### src/rtl/mwPkg.sv
package mwPkg;

  typedef enum logic [3:0] {
    CMD_NONE    = 4'd0,
    CMD_READ    = 4'd1,
    CMD_WRITE   = 4'd2,
    CMD_WRALL   = 4'd3,
    CMD_WEN     = 4'd4,
    CMD_WDS     = 4'd5,
    CMD_PRREAD  = 4'd6,
    CMD_PRWRITE = 4'd7,
    CMD_PRCLEAR = 4'd8,
    CMD_PREN    = 4'd9,
    CMD_PRDS    = 4'd10
  } cmdCodeE;

  typedef enum logic [2:0] {
    ST_IDLE,
    ST_HDR,
    ST_DATA,
    ST_READ,
    ST_DONE
  } ctlStateE;

  // strobes from control to datapath, all single-cycle
  typedef struct packed {
    logic    clear;      // select low: drop output, flush shifter
    logic    shiftIn;    // capture DI into the input shifter
    logic    latchHdr;   // capture header address for cmdAddr
    logic    loadWord;   // load array word into output shifter
    logic    loadProt;   // load protect address into output shifter
    logic    shiftOut;   // present next output bit
    logic    driveDummy; // enable DO with a zero dummy bit
    logic    emit;       // pulse cmdValid with code
    logic    emitData;   // capture collected data word
    cmdCodeE code;
  } ctlStrobeT;

endpackage

### src/rtl/mwSync.sv
module mwSync #(
  parameter int SYNC_STAGES = 2
) (
  input  logic clk,
  input  logic rstN,
  input  logic csIn,
  input  logic skIn,
  input  logic diIn,
  input  logic preIn,
  output logic csOn,
  output logic diBit,
  output logic preBit,
  output logic skRise
);
  localparam int LAST = SYNC_STAGES - 1;

  // bit 3 select, bit 2 serial clock, bit 1 data, bit 0 protect strap
  logic [SYNC_STAGES-1:0][3:0] pipe;
  logic skPrev;

  always_ff @(posedge clk or negedge rstN) begin
    if (!rstN) begin
      pipe   <= '0;
      skPrev <= 1'b0;
    end else begin
      pipe[0] <= {csIn, skIn, diIn, preIn};
      for (int s = 1; s < SYNC_STAGES; s++) pipe[s] <= pipe[s-1];
      skPrev <= pipe[LAST][2];
    end
  end

  assign csOn   = pipe[LAST][3];
  assign diBit  = pipe[LAST][1];
  assign preBit = pipe[LAST][0];
  assign skRise = pipe[LAST][2] & ~skPrev;

endmodule

### src/rtl/mwControl.sv
module mwControl
  import mwPkg::*;
#(
  parameter int ADDR_W = 6,
  parameter int DATA_W = 16
) (
  input  logic                 clk,
  input  logic                 rstN,
  input  logic                 csOn,
  input  logic                 skRise,
  input  logic                 diBit,
  input  logic                 preBit,
  input  logic [ADDR_W+1:0]    hdrNext,
  output ctlStrobeT            strobe
);
  localparam int HDR_W = ADDR_W + 2;
  localparam int MAX_W = (DATA_W > HDR_W) ? DATA_W : HDR_W;
  localparam int CNT_W = $clog2(MAX_W + 1);

  ctlStateE         state, nextState;
  logic [CNT_W-1:0] bitCnt, nextCnt;
  cmdCodeE          pendCode, nextPend;
  logic             seqMode, nextSeq;
  cmdCodeE          hdrCode;

  function automatic cmdCodeE decodeHdr(input logic [HDR_W-1:0] h, input logic pre);
    logic [1:0]        op;
    logic [ADDR_W-1:0] a;
    logic [1:0]        sel;
    cmdCodeE           c;
    op  = h[HDR_W-1 -: 2];
    a   = h[ADDR_W-1:0];
    sel = a[ADDR_W-1 -: 2];
    c   = CMD_NONE;
    unique case (op)
      2'b10: c = pre ? CMD_PRREAD : CMD_READ;
      2'b01: c = pre ? CMD_PRWRITE : CMD_WRITE;
      2'b11: c = (pre && (&a)) ? CMD_PRCLEAR : CMD_NONE;
      2'b00: begin
        unique case (sel)
          2'b11:   c = pre ? CMD_PREN : CMD_WEN;
          2'b00:   c = pre ? CMD_PRDS : CMD_WDS;
          2'b01:   c = pre ? CMD_NONE : CMD_WRALL;
          default: c = CMD_NONE;
        endcase
      end
      default: c = CMD_NONE;
    endcase
    return c;
  endfunction

  assign hdrCode = decodeHdr(hdrNext, preBit);

  always_comb begin
    strobe    = '0;
    nextState = state;
    nextCnt   = bitCnt;
    nextPend  = pendCode;
    nextSeq   = seqMode;
    if (!csOn) begin
      strobe.clear = 1'b1;
      nextState    = ST_IDLE;
      nextCnt      = '0;
    end else if (skRise) begin
      unique case (state)
        ST_IDLE: begin
          if (diBit) begin
            strobe.shiftIn = 1'b1;
            nextState      = ST_HDR;
            nextCnt        = '0;
          end
        end
        ST_HDR: begin
          strobe.shiftIn = 1'b1;
          if (bitCnt == CNT_W'(HDR_W - 1)) begin
            nextCnt = '0;
            unique case (hdrCode)
              CMD_NONE: nextState = ST_DONE;
              CMD_READ, CMD_PRREAD: begin
                strobe.latchHdr   = 1'b1;
                strobe.emit       = 1'b1;
                strobe.code       = hdrCode;
                strobe.driveDummy = 1'b1;
                strobe.loadWord   = (hdrCode == CMD_READ);
                strobe.loadProt   = (hdrCode == CMD_PRREAD);
                nextSeq           = (hdrCode == CMD_READ);
                nextState         = ST_READ;
              end
              CMD_WRITE, CMD_WRALL: begin
                strobe.latchHdr = 1'b1;
                nextPend        = hdrCode;
                nextState       = ST_DATA;
              end
              default: begin
                strobe.latchHdr = 1'b1;
                strobe.emit     = 1'b1;
                strobe.code     = hdrCode;
                nextState       = ST_DONE;
              end
            endcase
          end else begin
            nextCnt = bitCnt + 1'b1;
          end
        end
        ST_DATA: begin
          strobe.shiftIn = 1'b1;
          if (bitCnt == CNT_W'(DATA_W - 1)) begin
            strobe.emit     = 1'b1;
            strobe.emitData = 1'b1;
            strobe.code     = pendCode;
            nextState       = ST_DONE;
            nextCnt         = '0;
          end else begin
            nextCnt = bitCnt + 1'b1;
          end
        end
        ST_READ: begin
          strobe.shiftOut = 1'b1;
          if (seqMode) begin
            if (bitCnt == CNT_W'(DATA_W - 1)) begin
              strobe.loadWord = 1'b1;
              nextCnt         = '0;
            end else begin
              nextCnt = bitCnt + 1'b1;
            end
          end
        end
        default: ;
      endcase
    end
  end

  always_ff @(posedge clk or negedge rstN) begin
    if (!rstN) begin
      state    <= ST_IDLE;
      bitCnt   <= '0;
      pendCode <= CMD_NONE;
      seqMode  <= 1'b0;
    end else begin
      state    <= nextState;
      bitCnt   <= nextCnt;
      pendCode <= nextPend;
      seqMode  <= nextSeq;
    end
  end

endmodule

### src/rtl/mwDatapath.sv
module mwDatapath
  import mwPkg::*;
#(
  parameter int ADDR_W = 6,
  parameter int DATA_W = 16
) (
  input  logic              clk,
  input  logic              rstN,
  input  ctlStrobeT         strobe,
  input  logic              diBit,
  input  logic [ADDR_W-1:0] protectAddr,
  input  logic              memWe,
  input  logic              memWrAll,
  input  logic [ADDR_W-1:0] memWAddr,
  input  logic [DATA_W-1:0] memWData,
  output logic [ADDR_W+1:0] hdrNext,
  output logic              doOut,
  output logic              doEn,
  output logic              cmdValid,
  output logic [3:0]        cmdCode,
  output logic [ADDR_W-1:0] cmdAddr,
  output logic [DATA_W-1:0] cmdData
);
  localparam int HDR_W = ADDR_W + 2;
  localparam int IN_W  = (DATA_W > HDR_W) ? DATA_W : HDR_W;
  localparam int WORDS = 1 << ADDR_W;

  logic [IN_W-1:0]               inShift, shiftNext;
  logic [DATA_W-1:0]             outShift;
  logic [ADDR_W-1:0]             rdPtr, rdAddr, hdrAddr;
  logic [DATA_W-1:0]             rdWord;
  logic [WORDS-1:0][DATA_W-1:0]  mem;
  logic [WORDS-1:0]              wordWe;

  assign shiftNext = {inShift[IN_W-2:0], diBit};
  assign hdrNext   = shiftNext[HDR_W-1:0];
  assign hdrAddr   = hdrNext[ADDR_W-1:0];

  // register file: one write enable per word
  for (genvar w = 0; w < WORDS; w++) begin : g_word
    assign wordWe[w] = memWe & (memWrAll | (memWAddr == ADDR_W'(w)));
  end

  always_ff @(posedge clk or negedge rstN) begin
    if (!rstN) begin
      mem <= '0;
    end else begin
      for (int w = 0; w < WORDS; w++) begin
        if (wordWe[w]) mem[w] <= memWData;
      end
    end
  end

  assign rdAddr = strobe.latchHdr ? hdrAddr : rdPtr;
  assign rdWord = mem[rdAddr];

  always_ff @(posedge clk or negedge rstN) begin
    if (!rstN) begin
      inShift  <= '0;
      outShift <= '0;
      rdPtr    <= '0;
      doOut    <= 1'b0;
      doEn     <= 1'b0;
      cmdValid <= 1'b0;
      cmdCode  <= 4'd0;
      cmdAddr  <= '0;
      cmdData  <= '0;
    end else begin
      cmdValid <= 1'b0;
      if (strobe.clear) begin
        inShift <= '0;
        doOut   <= 1'b0;
        doEn    <= 1'b0;
      end else begin
        if (strobe.shiftIn)  inShift <= shiftNext;
        if (strobe.latchHdr) cmdAddr <= hdrAddr;
        if (strobe.emit) begin
          cmdValid <= 1'b1;
          cmdCode  <= strobe.code;
        end
        if (strobe.emitData) cmdData <= shiftNext[DATA_W-1:0];
        if (strobe.driveDummy) begin
          doEn  <= 1'b1;
          doOut <= 1'b0;
        end
        if (strobe.shiftOut) begin
          doOut    <= outShift[DATA_W-1];
          outShift <= outShift << 1;
        end
        if (strobe.loadProt) outShift <= DATA_W'(protectAddr) << (DATA_W - ADDR_W);
        if (strobe.loadWord) begin
          outShift <= rdWord;
          rdPtr    <= rdAddr + 1'b1;
        end
      end
    end
  end

endmodule

### src/rtl/mwCmdReceiver.sv
module mwCmdReceiver
  import mwPkg::*;
#(
  parameter int ADDR_W      = 6,
  parameter int DATA_W      = 16,
  parameter int SYNC_STAGES = 2
) (
  input  logic              clk,
  input  logic              rstN,
  input  logic              csIn,
  input  logic              skIn,
  input  logic              diIn,
  input  logic              preIn,
  input  logic [ADDR_W-1:0] protectAddr,
  input  logic              memWe,
  input  logic              memWrAll,
  input  logic [ADDR_W-1:0] memWAddr,
  input  logic [DATA_W-1:0] memWData,
  output logic              doOut,
  output logic              doEn,
  output logic              cmdValid,
  output logic [3:0]        cmdCode,
  output logic [ADDR_W-1:0] cmdAddr,
  output logic [DATA_W-1:0] cmdData
);
  logic              csOn, diBit, preBit, skRise;
  logic [ADDR_W+1:0] hdrNext;
  ctlStrobeT         strobe;

  mwSync #(.SYNC_STAGES(SYNC_STAGES)) i_sync (
    .clk(clk), .rstN(rstN),
    .csIn(csIn), .skIn(skIn), .diIn(diIn), .preIn(preIn),
    .csOn(csOn), .diBit(diBit), .preBit(preBit), .skRise(skRise)
  );

  mwControl #(.ADDR_W(ADDR_W), .DATA_W(DATA_W)) i_control (
    .clk(clk), .rstN(rstN),
    .csOn(csOn), .skRise(skRise), .diBit(diBit), .preBit(preBit),
    .hdrNext(hdrNext), .strobe(strobe)
  );

  mwDatapath #(.ADDR_W(ADDR_W), .DATA_W(DATA_W)) i_datapath (
    .clk(clk), .rstN(rstN), .strobe(strobe), .diBit(diBit),
    .protectAddr(protectAddr),
    .memWe(memWe), .memWrAll(memWrAll), .memWAddr(memWAddr), .memWData(memWData),
    .hdrNext(hdrNext), .doOut(doOut), .doEn(doEn),
    .cmdValid(cmdValid), .cmdCode(cmdCode), .cmdAddr(cmdAddr), .cmdData(cmdData)
  );

endmodule

### config.mk
export PLATFORM = sky130hd
export DESIGN_NAME = mwCmdReceiver
export DESIGN_NICKNAME = d
export VERILOG_FILES = /design/src/rtl/mwPkg.sv /design/src/rtl/mwSync.sv /design/src/rtl/mwControl.sv /design/src/rtl/mwDatapath.sv /design/src/rtl/mwCmdReceiver.sv
export SDC_FILE = /design/constraint.sdc
export NUM_CORES = 2
export LEC_CHECK = 0
export ABC_AREA = 1
export BUFFER_PORTS_ARGS = -buffer_cell sky130_fd_sc_hd__buf_2
export CAP_MARGIN = 25
export CORE_ASPECT_RATIO = 1.1
export CORE_MARGIN = 2
export CORE_UTILIZATION = 45
export CTS_CLUSTER_SIZE = 28
export DETAILED_ROUTE_END_ITERATION = 8
export PLACE_DENSITY_LB_ADDON = 0.08
export SLEW_MARGIN = 0
export SYNTH_ARGS = -nofsm -noshare
export SYNTH_HDL_FRONTEND = slang
export SYNTH_HIERARCHICAL = 1
export SYNTH_SLANG_ARGS = --single-unit
### constraint.sdc
create_clock -name clk -period 5.3 [get_ports clk]
set_input_delay 1.06 -clock clk [delete_from_list [all_inputs] [get_ports clk]]
set_output_delay 1.06 -clock clk [all_outputs]
set_load 0.01 [all_outputs]
Word level (Yosys, flattened, before mapping) --
Cells that the tools add are included.
Word-level totals: register bits 1112, input port bits 36
Operators by class: add/subtract/negate cells 2, $lt $le $gt $ge 1, equal/unequal tests 87, multiplexer cells 60, bitwise operators 130, reduce and logical (&&, ||, !) cells 21
Operator list (number):
- $eq A6 B6 Y1 const B | 32
- $bmux W16 S6 | 1
- $eq A6 B5 Y1 const B | 16
- $and A1 B1 Y1 | 65
- $mux W16 | 4
- $or A1 B1 Y1 | 64
- $eq A6 B4 Y1 const B | 8
- $mux W15 | 2
- $mux W5 | 6
- $eq A6 B3 Y1 const B | 4
- $mux W12 | 2
- $mux W3 | 8
- $mux W4 | 5
- $pmux W5 S4 | 1
- $mux W1 | 18
- $pmux W4 S4 | 1
- $reduce_and A5 Y1 | 3
- $eq A6 B2 Y1 const B | 2
- $mux W6 | 2
- $pmux W4 S3 | 1
- $reduce_and A2 Y1 | 5
- $ne A3 B2 Y1 const B | 3
- $pmux W3 S3 | 1
- $eq A4 B2 Y1 const B | 2
- other kinds (32) | 45

Longest topological paths before layout --
depth after elaboration 15, depth in mapped cells 24

Hierarchy --
Netlist, hierarchy kept.
By module, submodules not included:
- mwDatapath | instances 1, cells each 6797, area each 52003.6 µm², seq. area each 27276.2 µm²
- mwControl | instances 1, cells each 167, area each 1078.5 µm², seq. area each 325.3 µm²
- mwSync | instances 1, cells each 11, area each 235.2 µm², seq. area each 225.2 µm²

Worst setup path after synthesis --
Ideal clock, no wire load.
kind register to register, from register i_control.bitCnt[0], to register i_datapath.outShift[14], library setup time 116 ps, data arrival time 2717 ps, required time 5184 ps, path slack 2467 ps, stages on the path, launching flop included 20, period minus slack after synthesis 2833 ps, cell sequence dfrtp_1 > ha_1 > nand4_1 > nor2_4 > nand2_2 > a21oi_1 > inv_2 > nand2_4 > nand2_2 > buf_2 > buf_4 > buf_2 > o211ai_1 > nand3_1 > nand3_1 > nand3_1 > nand3_1 > nand3_1 > nand2_1 > nand2_1
RTL lines:
- start, declared | RTL line mwControl.sv:21 | logic [CNT_W-1:0] bitCnt, nextCnt;
- start signal, assigned | RTL line mwControl.sv:141 | bitCnt <= nextCnt;
- end signal, assigned | RTL line mwDatapath.sv:88 | outShift <= outShift << 1;
- end signal, assigned | RTL line mwDatapath.sv:90 | if (strobe.loadProt) outShift <= DATA_W'(protectAddr) << (DATA_W - ADDR_W);
- end signal, assigned | RTL line mwDatapath.sv:92 | outShift <= rdWord;
- end, declared | RTL line mwDatapath.sv:29 | logic [DATA_W-1:0] outShift;

==> out/results.ini <==
[routing]
routed_wl_um=174000
ant_nets=0
via_per_inst=5.43
vias=45600
drtPass1Iterations=6
route.detailed.drc=0
drt_iter0_markers=4912
wl_per_cell_um=20.7

[timing]
rsz0062_at_grt=no
period_minus_slack_ns=4.41
max_freq_mhz=227
fin_skew_ns=0.0318
worstMarginPinSlew_ns=1.08
final-max-slew-violation-count=0
relSlewSlack_pct=27.7
finalCritPeriodShare_pct=83.2
setup_violations=0
finalHoldViolCount=0
final.setup.tns_ns=0

[layout]
area_growth_pct=12.0
final_cell_mix=2,241 x nand2_1, 1,141 x o21ai_0, 1,112 x dfrtp_1, 922 x nand3_1, 700 x inv_1
post-route-util_pct=50.8
drive_gt1_share_pct=6.73
nFillCells=11600
final_common_cell=nand2_1
nNetsFinal=6798

[critical_path]
end_kind=flop
cp-start-kind=flop
r2r_cells=16
crit_arrival_ns=5.08
path_class=reg2reg
cp_max_fo=42
critPathRequiredTime_ns=5.97

[synth]
synthTopCellsByArea=dfrtp_1 52%, nand2_1 16%, o21ai_0 11%
syn_inst=6975
synth_nets=7015
syn_area_um2=53300
async_flop_share_pct=100
syn-mean-instance-area_um2=7.64
ys.flop_type=dfrtp_1
yosysTopAreaCellShare_pct=52.2
synth_cell_types=35
synth_top_cell_by_area=dfrtp_1
synth_edf_count=0
ys_seq_area_share_pct=52.2
ys_ff_latch=1112
yosysWarnings=6

[pwr]
power-per-cell-area_nw_per_um2=354
swShare_pct=27.0
p_int_w=0.0154
peakVddDrop_mv=0.269
p_clk_share_pct=40.7
pwr-share-seq_pct=47.4
pwr-share-comb_pct=11.9
switchingPower_w=0.00571
leakagePower_nw=29.1

[job]
drv_cap=0

[global_routing]
grt_antenna_before_repair=14
grt_use_met1_pct=40.6
grt_pass1_vias=42700
grt_pass1_wl_um=269000
use_met2_pct=44.9
track_usage_pct=28.8
met3_usage_pct=4.87
grt_overflow=0
grt-busiest-layer=met2
grt_max_degree=139

[clocking]
clk_latency_ns=0.75
path_clk_slew_ns=0.06
cts_root_buffer=clkbuf_16
numCtsBuffers=121
htree_levels=3
cts_resized=0
hold_buffers=0
clockBufferDepth=3
post-cts-setup-buffers=0
clock_sinks=1112
tritoncts=yes

[die]
placeableCoreArea_um2=118000
start_util_pct=45.3
dieArea_um2=121000
die_h_um=365
num_rows=132
die_x_um=332
ioPinCount=65

[placed_design]
port_buffers=64
dp_hpwl_um=105000
place.gp.congestion=0.848

[hold_path]
hold_depth=0
hold_class=reg2reg

[status]
status=finished clean

==> logic make-up (layout without fill, tap and decap cells) <==
logic type	Yosys count	count (layout)	synth area share [%]
buffers and inverters	1285	1162	9.45
adders and majority gates	4	4	0.0939
and+or+nand+nor	3284	3284	25.7
AOI/OAI and AO/OA	1288	1288	12.5
xor gates and xnor gates	2	2	0.0329
other	0	4	0
DFF	1112	1112	52.2
==> path summary, 6_finish.rpt <==
kind	slack [ns]	startpoint	to
worst max-delay path	0.89	i_control/bitCnt[0]$_DFFE_PN0P_	i_datapath/outShift[9]$_DFFE_PN0P_
worst min-delay path	0.34	i_sync/pipe[3]$_DFF_PN0_	i_sync/csOn$_DFF_PN0_
worst max register to register	0.89	i_control/bitCnt[0]$_DFFE_PN0P_	i_datapath/outShift[9]$_DFFE_PN0P_
worst min register to register	0.34	i_sync/pipe[3]$_DFF_PN0_	i_sync/csOn$_DFF_PN0_
max in group asynchronous	3.68	rstN	i_datapath/mem[262]$_DFFE_PN0P_
min in group asynchronous	0.41	rstN	i_datapath/mem[197]$_DFFE_PN0P_
==> state kept, by name (all words and copies together) (netlist names), 3 cells and up <==
signal and count:
i_control/pendCode 4, i_datapath/cmdData 16, i_datapath/rdPtr 6, i_control/state 3, i_datapath/cmdAddr 6, i_datapath/inShift 15, i_sync/pipe 5, i_control/bitCnt 5
i_datapath/mem 1024, i_datapath/cmdCode 4, i_datapath/outShift 16
==> layout make-up <==
type	count	area (um2)	area share [%]
Inverter	732	2750	4.60
Timing Repair Buffer	213	2630	4.39
Antenna cell	4	10.0	0.0168
Clock inverter	22	287	0.480
Tap cell	1541	1930	3.23
Multi-Input combinational cell	4578	20500	34.4
Clock buffer	195	3770	6.31
Sequential cell	1112	27800	46.6
==> routing by layer <==
metal,share of wire [%],routed length (um)
met5,0.021,37
met4,3.2,5620
met3,7.1,12300
met2,45,78000
met1,45,78100
==> cells in the mapped netlist (2+ instances only) <==
cell type,n
nor2_1,59
nand3_2,2
nand2_2,8
clkbuf_1,348
nand3_1,922
nor2_2,5
buf_4,13
nand3b_1,37
ha_1,4
a21oi_1,44
nand2_4,2
inv_2,12
nand2_1,2241
o21ai_1,18
o21ai_2,4
buf_1,61
nor2_4,2
inv_1,702
o22ai_1,2
o21ai_0,1141
clkinv_1,18
buf_2,131
o211ai_1,75
xor2_1,2
dfrtp_1,1112
==> critical path: stages (launching register included) <==
cell     delay [ns]
dfrtp_1        0.38
ha_1           0.19
nand4_1        0.21
nor2_4         0.22
nand2_2        0.16
a21oi_2        0.16
buf_4          0.28
nand2_1        0.13
o21ai_4        0.08
buf_4          0.69
buf_4          0.59
nand3_1        0.36
nand3_1        0.18
nand3_1        0.31
nand2_1        0.15
nand2_1        0.06
a21oi_1        0.12
==> metrics by stage <==
stage	total power [W]	hold slack (ns)	worst slack [ns]	instances	area, um2
2_1_floorplan	0.0117	0.331	2.47	6975	53300
3_3_place_gp	0.0125	0.333	0.980	8131	54500
3_5_place_dp	0.0127	0.336	0.928	8170	55500
4_1_cts	0.0213	0.348	0.901	8387	59600
5_1_grt	0.0222	0.353	0.553	8396	59700
6_report	0.0212	0.345	0.890	8397	59700
==> power groups by stage <==
| stage | Combinational, W | Sequential (W) | Clock, W |
|---|---|---|---|
| after floorplan | 0.00163 | 0.0100 | 0 |
| after global placement | 0.00237 | 0.0101 | 0 |
| after detailed placement | 0.00251 | 0.0102 | 0 |
| after CTS | 0.00251 | 0.0100 | 0.00879 |
| after global routing | 0.00292 | 0.0101 | 0.00912 |
| final | 0.00251 | 0.0100 | 0.00862 |
Note: power is estimated with default switching activity, not from simulation.
